<file path="config.mk">
export PLATFORM = sky130hd
export DESIGN_NAME = pulse_gen
export DESIGN_NICKNAME = d
export VERILOG_FILES = /design/src/rtl/pulse_gen.sv
export SDC_FILE = /design/constraint.sdc
export NUM_CORES = 1
export LEC_CHECK = 0
export ABC_AREA = 0
export BUFFER_PORTS_ARGS = -buffer_cell sky130_fd_sc_hd__buf_2
export CORE_ASPECT_RATIO = 1.4
export CORE_MARGIN = 2
export CORE_UTILIZATION = 51
export DETAILED_ROUTE_END_ITERATION = 8
export MAX_ROUTING_LAYER = met4
export PLACE_DENSITY = 0.88
export SLEW_MARGIN = 20
export SYNTH_ARGS = -nofsm -noshare
export SYNTH_HDL_FRONTEND = slang
export SYNTH_SLANG_ARGS = --single-unit
</file>
<file path="constraint.sdc">
create_clock -name clk -period 3.2 [get_ports clk]
set_clock_uncertainty 0.2 [all_clocks]
set_input_delay 0.48 -clock clk [delete_from_list [all_inputs] [get_ports clk]]
set_output_delay 0.48 -clock clk [all_outputs]
set_load 0.03 [all_outputs]
</file>
<file path="src/rtl/pulse_gen.sv">
module pulse_gen #(
  parameter bit WIDE  = 1'b0,
  parameter int DLY_W = 4
) (
  input  logic             clk,
  input  logic             rst,
  input  logic [31:0]      cfg_a,
  input  logic [31:0]      cfg_b,
  input  logic             enable,
  input  logic             start,
  input  logic [DLY_W-1:0] start_dly,
  output logic             pulse,
  output logic             pulse_rise
);
  localparam int PW = WIDE ? 24 : 16;
  localparam int HW = PW - 1;

  logic [PW-1:0]    per_in, hi_ext, hi_fix;
  logic [HW-1:0]    hi_in;
  logic [PW-1:0]    cnt_q, per_q, hi_q;
  logic [DLY_W-1:0] dcnt_q;
  logic             waiting_q, running_q, wrap;

  generate
    if (WIDE) begin : g_wide
      assign per_in = cfg_a[PW-1:0];
      assign hi_in  = cfg_b[HW-1:0];
    end else begin : g_narrow
      assign per_in = cfg_a[PW-1:0];
      assign hi_in  = cfg_a[PW+HW-1:PW];
    end
  endgenerate

  assign hi_ext = {1'b0, hi_in};
  assign hi_fix = (per_in < PW'(2))     ? '0 :
                  (hi_ext == '0)        ? PW'(1) :
                  (hi_ext >= per_in)    ? per_in - PW'(1) : hi_ext;

  assign wrap = ({1'b0, cnt_q} + (PW+1)'(1)) >= {1'b0, per_q};

  always_ff @(posedge clk) begin
    if (rst || !enable) begin
      waiting_q <= 1'b0;
      running_q <= 1'b0;
      dcnt_q    <= '0;
      cnt_q     <= '0;
      per_q     <= '0;
      hi_q      <= '0;
    end else if (waiting_q) begin
      if (dcnt_q == '0) begin
        waiting_q <= 1'b0;
        running_q <= 1'b1;
        cnt_q     <= '0;
        per_q     <= per_in;
        hi_q      <= hi_fix;
      end else begin
        dcnt_q <= dcnt_q - DLY_W'(1);
      end
    end else if (running_q) begin
      if (wrap) begin
        cnt_q <= '0;
        per_q <= per_in;
        hi_q  <= hi_fix;
      end else begin
        cnt_q <= cnt_q + PW'(1);
      end
    end else if (start) begin
      waiting_q <= 1'b1;
      dcnt_q    <= start_dly;
    end
  end

  assign pulse      = running_q && (cnt_q < hi_q);
  assign pulse_rise = running_q && (cnt_q == '0) && (hi_q != '0);
endmodule

</file>
== Yosys cells after proc, flatten, opt, wreduce, memory -nomap -nowiden ==
Cells that the tools add are included.

* Magnitude comparators: 4
* Add/sub/neg operators: 4
* Equality and inequality tests: 3
* Reductions and logical operators: 16
* Mux-type cells: 23

{| class="wikitable"
|+ Operator list
! operator !! count
|-
| 16-bit 2-to-1 mux || 15
|-
| 16-bit zero test || 2
|-
| 16-bit by 1-bit adder with 17-bit output, second input constant || 1
|-
| 17-bit by 16-bit >= comparator with 1-bit output || 1
|-
| 16-bit by 1-bit adder with 16-bit output, second input constant || 1
|-
| 15-bit by 16-bit >= comparator with 1-bit output || 1
|-
| 16-bit < comparator || 1
|-
| 16-bit by 2-bit < comparator with 1-bit output, second input constant || 1
|-
| 4-bit 2-to-1 mux || 4
|-
| 16-bit nonzero test || 1
|-
| 16-bit by 1-bit subtractor with 16-bit output, second input constant || 1
|-
| 3-bit AND reduction || 2
|-
| 2-bit nonzero test || 3
|-
| 4-bit zero test || 1
|-
| 1-bit 2-to-1 mux || 4
|-
| 2-bit inequality test, second input constant || 2
|-
| 2-bit AND reduction || 2
|-
| 4-bit by 1-bit subtractor with 4-bit output, second input constant || 1
|-
| 1-bit logical AND || 3
|-
| 2-bit by 1-bit inequality test with 1-bit output, second input constant || 1
|-
| 1-bit zero test || 1
|-
| 1-bit logical OR || 1
|}

* Output and inout bits: 2
* Logic and storage cells: 56
* Flip-flop bits (word level): 54

== Depth between registers and ports, before layout ==
* Depth after elaboration: 7
* Gate-level depth with buffers: 14
* Depth with buffers taken out: 12

== Least setup slack after synthesis ==
OpenSTA, ideal clock, no wires.

* Path kind: register to register
* Start: reg cnt_q[2]
* End: reg hi_q[10]
* Path slack: -144 ps
* Period minus slack after synthesis: 3344 ps
* Stages on the path, launching flop included: 15
* Arrival time: 3025 ps
* Cell sequence: dfxtp_1 -> and4_4 -> and3_1 -> nand2_1 -> o21a_1 -> or2_2 -> ha_1 -> a21o_1 -> a21oi_1 -> o21ai_0 -> or3_1 -> buf_6 -> o211a_4 -> buf_6 -> o2bb2ai_1

* Longest elaborated chain between the ends: 4

{| class="wikitable"
|+ RTL lines
! what !! RTL line !! RTL
|-
| start, declared || 20 || <nowiki>logic [PW-1:0] cnt_q, per_q, hi_q;</nowiki>
|-
| start signal, assigned || 65 || <nowiki>cnt_q <= cnt_q + PW'(1);</nowiki>
|-
| 16-bit by 1-bit adder with 17-bit output || 39 || <nowiki>assign wrap = ({1'b0, cnt_q} + (PW+1)'(1)) >= {1'b0, per_q};</nowiki>
|-
| 17-bit by 16-bit >= comparator with 1-bit output || 39 ||
|-
| 2-bit nonzero test (no line) || -- ||
|-
| 3-bit AND reduction (no line) || -- ||
|-
| end signal, assigned || 55 || <nowiki>hi_q <= hi_fix;</nowiki>
|-
| end signal, assigned || 63 || <nowiki>hi_q <= hi_fix;</nowiki>
|-
| end, declared || 20 ||
|}

Every way passes these cells.
A chain may end at the register's enable or synchronous reset.

== Final worst setup path ==
* Start: reg cnt_q[0]
* End: reg per_q[2]

* Longest elaborated chain between the ends: 4

{| class="wikitable"
|+ RTL lines
! what !! RTL line !! RTL
|-
| 16-bit by 1-bit adder with 17-bit output || 39 ||
|-
| 17-bit by 16-bit >= comparator with 1-bit output || 39 ||
|-
| 2-bit nonzero test (no line) || -- ||
|-
| 3-bit AND reduction (no line) || -- ||
|-
| end signal, assigned || 54 || <nowiki>per_q <= per_in;</nowiki>
|-
| end signal, assigned || 62 || <nowiki>per_q <= per_in;</nowiki>
|-
| end, declared || 20 ||
|}

Every way passes these cells.

==> impl_metrics.ini <==
[run_status]
status = finished with violations
violations = negative setup slack

[layout]
layoutNonFillerInstCount = 673
area_delta_synth_final_pct = 24.4
drive_gt1_share_pct = 28.8
nNetsFinal = 694
layout_commonest_cell = inv_1
mostFrequentLayoutCells = inv_1, dfxtp_1, ha_1, buf_2, a21oi_1
diodes = 0
utilization_pct = 65.4

[clock_network]
cts_sinks = 54
clockBufferDepth = 2
insertion_delay_ps = 330
cts_buffers = 5
path_clk_slew_ps = 110
cts_tree = done
cts_root_buf = clkbuf_8
htreeDepth = 2

[sta]
setup_ws_ps = -14.2
slew_headroom_pct = 53.0
hold_viol = 0
finalMaxSlewViolations = 0
fin_crit_sh_pct = 100
max_freq_ghz = 0.311
final.min_clock_period_ps = 3210
setup_viol = 1
rsz0062_at_grt = true
worst_slew_pin_slew_ps = 699
fin_tns_setup_ps = -14.2

[job]
drv_cap = 0

[die]
rows = 38
die_w_microns = 79.8
die_h_microns = 110
initial_core_util_pct = 52.6
die_area_sq_mm = 0.00879
design.core.area_sq_mm = 0.00780
io_pins = 74

[placement]
dp_slack_ps = -65.2
dpl.hpwl_mm = 8.58
dp.cells = 648
place.gp.congestion = 0.962
portBuffers = 40

[route]
routed_wl_mm = 12.4
drtIter0Drc = 294
via_per_inst = 6.25
drc = 0
route.detailed.wl_per_inst_microns = 18.4
via_count = 4204
first_pass_iters = 5
antenna_left = 0

[setup_path]
crit_chain = ha_2 -> and4_4 -> buf_6 -> nand2_4 -> xnor2_4 -> ha_4 -> a21o_1 -> a21oi_2 -> o21ai_2 -> buf_4 -> o31ai_4 -> buf_4 -> buf_4 -> nand3_1 -> a21oi_1
reg2reg_from = cnt_q[0]$_SDFFE_PP0P_
rr_worst_depth = 15
r2r_slack_ps = -10
cp_max_fo = 7
crit_type = flop to flop
crit_required_ps = 3270
cp_top_family = compound AO/OA/AOI/OAI gates
cp.arrival_ps = 3280
max_stage_delay_ps = 370
cp_num_buf_inv = 4
worstSetupEndpointType = flop
crit_top_cell = buf_4
r2r-end = per_q[2]$_SDFFE_PP0P_
critPathLaunchType = flop
critical_path.slowest_cell = dfxtp_4

[global_route]
grt_overflow = 0
antenna_found_initial = 0
grt_pass1_vias = 4005
grt_pass1_wl_mm = 17.9
grt_start_max_net_pins = 39
gr-usage-all-layers_pct = 26.6

[pwr]
p_comb_share_pct = 23.1
power_uw = 1520
p_sw_uw = 458
power.density_mw_per_mm2 = 299
leakage_uw = 0.00212
p_int_uw = 1070
ir_drop_uv = 188
switching_share_pct = 30.1
power.share.sequential_pct = 45.3
p_clk_share_pct = 31.6

[synthesis]
async_flop_share_pct = 0
synth-edff-count = 0
ys_ff_latch = 54
synthTopCellsByArea = dfxtp_1, ha_1, a21oi_1, inv_1, xnor2_1
synth_area_sq_mm = 0.00410
yosys_warnings = 0
ys_seq_area_share_pct = 26.4
netlist.area_leader.share_pct = 26.4
synth_nets = 622
yosysTopAreaCell = dfxtp_1
ys_types = 51
synth_top_flop_cell = dfxtp_1
syn_inst = 500
syn_area_per_cell_sq_um = 8.20

[hold_path]
hold_class = input port to flop
hp-start = cfg_a[3]
hold_path_depth = 3
min_to = per_q[3]$_SDFFE_PP0P_
[cells in the mapped netlist (all sizes together) (2+ instances only)]
| library cell | count |
|---|---|
| mux2 | 13 |
| o21ai | 12 |
| and4 | 4 |
| nor2b | 8 |
| or2 | 6 |
| xnor2 | 19 |
| clkbuf | 11 |
| nor2 | 32 |
| dfxtp | 54 |
| nor4b | 2 |
| a32oi | 9 |
| nand2 | 27 |
| nand4b | 2 |
| nor3 | 11 |
| nor4 | 12 |
| inv | 53 |
| and3 | 7 |
| nand2b | 4 |
| and2 | 2 |
| xor2 | 2 |
| a21oi | 42 |
| ha | 50 |
| o2bb2ai | 15 |
| nand4 | 12 |
| or3 | 3 |
| mux2i | 2 |
| buf | 7 |
| a211oi | 3 |
| nand3 | 26 |
| o21a | 4 |
| o211ai | 23 |
| a21o | 9 |
[worst max path at each step]
stage,slack [ps],end,start,cells past startpoint
after CTS,-40,hi_q[9]$_SDFFE_PP0P_,cnt_q[5]$_SDFFE_PP0P_,13
after detailed placement,-70,per_q[11]$_SDFFE_PP0P_,cnt_q[5]$_SDFFE_PP0P_,13
final,-10,per_q[2]$_SDFFE_PP0P_,cnt_q[0]$_SDFFE_PP0P_,15
after global routing,-80,per_q[11]$_SDFFE_PP0P_,cnt_q[0]$_SDFFE_PP0P_,13
after floorplan,5,hi_q[10]$_SDFFE_PP0P_,cnt_q[3]$_SDFFE_PP0P_,14
after global placement,20,hi_q[1]$_SDFFE_PP0P_,cnt_q[5]$_SDFFE_PP0P_,12
[through the flow]
step / cell area, sq um / hold WS [ps]
after CTS: 4690 / 270
after floorplan: 4120 / 234
final: 5100 / 277
after global placement: 4560 / 254
after detailed placement: 4560 / 258
after global routing: 5100 / 290
[routing by layer]
metal | wire [microns] | global-route usage, % | vias to the layer above
li1 | - | - | 1972
met1 | 4490 | 26.8 | 1976
met2 | 6400 | 48.7 | 189
met3 | 599 | 2.85 | 67
met4 | 864 | 16.5 | 0
met5 | 0 | - | -
[power by group through the flow]
stage | clock network [uW] | registers, uW | logic (uW)
6_report | 481 | 691 | 352
5_1_grt | 501 | 692 | 384
4_1_cts | 478 | 690 | 314
3_5_place_dp | 0 | 707 | 303
3_3_place_gp | 0 | 706 | 290
2_1_floorplan | 0 | 704 | 202
[cells by family after synthesis]
logic type	count (synthesis)	synth area share (%)
XOR/XNOR	21	4.48
adder cells (fa/ha/maj)	50	15.3
AND/OR/NAND/NOR	162	21.2
multiplexers	15	4.06
AO/OA/AOI/OAI	126	21.5
buffers and inverters	72	7.11
flip-flops	54	26.4
[cell type report]
cell class	count	area, sq um
multi-input combinational	375	3010
fill	605	2700
sequential	54	1100
timing repair buffer	82	554
inverter	54	203
tap	100	125
clock buffer	5	68.8
clock inverter	3	47.5
[sequential cells by signal, summed over array words and instances, names as in the netlist]
name and cells:
waiting_q 1, cnt_q 16, per_q 16, hi_q 16, dcnt_q 4, running_q 1
[worst register-to-register path: cells and delay by family (launching register included)]
kind | cells | cell delay [ps]
and+or+nand+nor | 3 | 450
adders and majority gates | 2 | 450
buffers and inverters | 4 | 610
DFF | 1 | 370
xor gates and xnor gates | 1 | 220
AOI/OAI and AO/OA | 5 | 840
[what timing repair did]
item | in CTS | in global routing
hold buffers | 0 | 0
gates cloned | 0 | 4
pin swaps | 7 | 28
setup buffers | 1 | 12
resized for setup | 4 | 52
endpoints found under the setup margin | 30 | 47
Note: power is estimated with default switching activity, not from simulation.
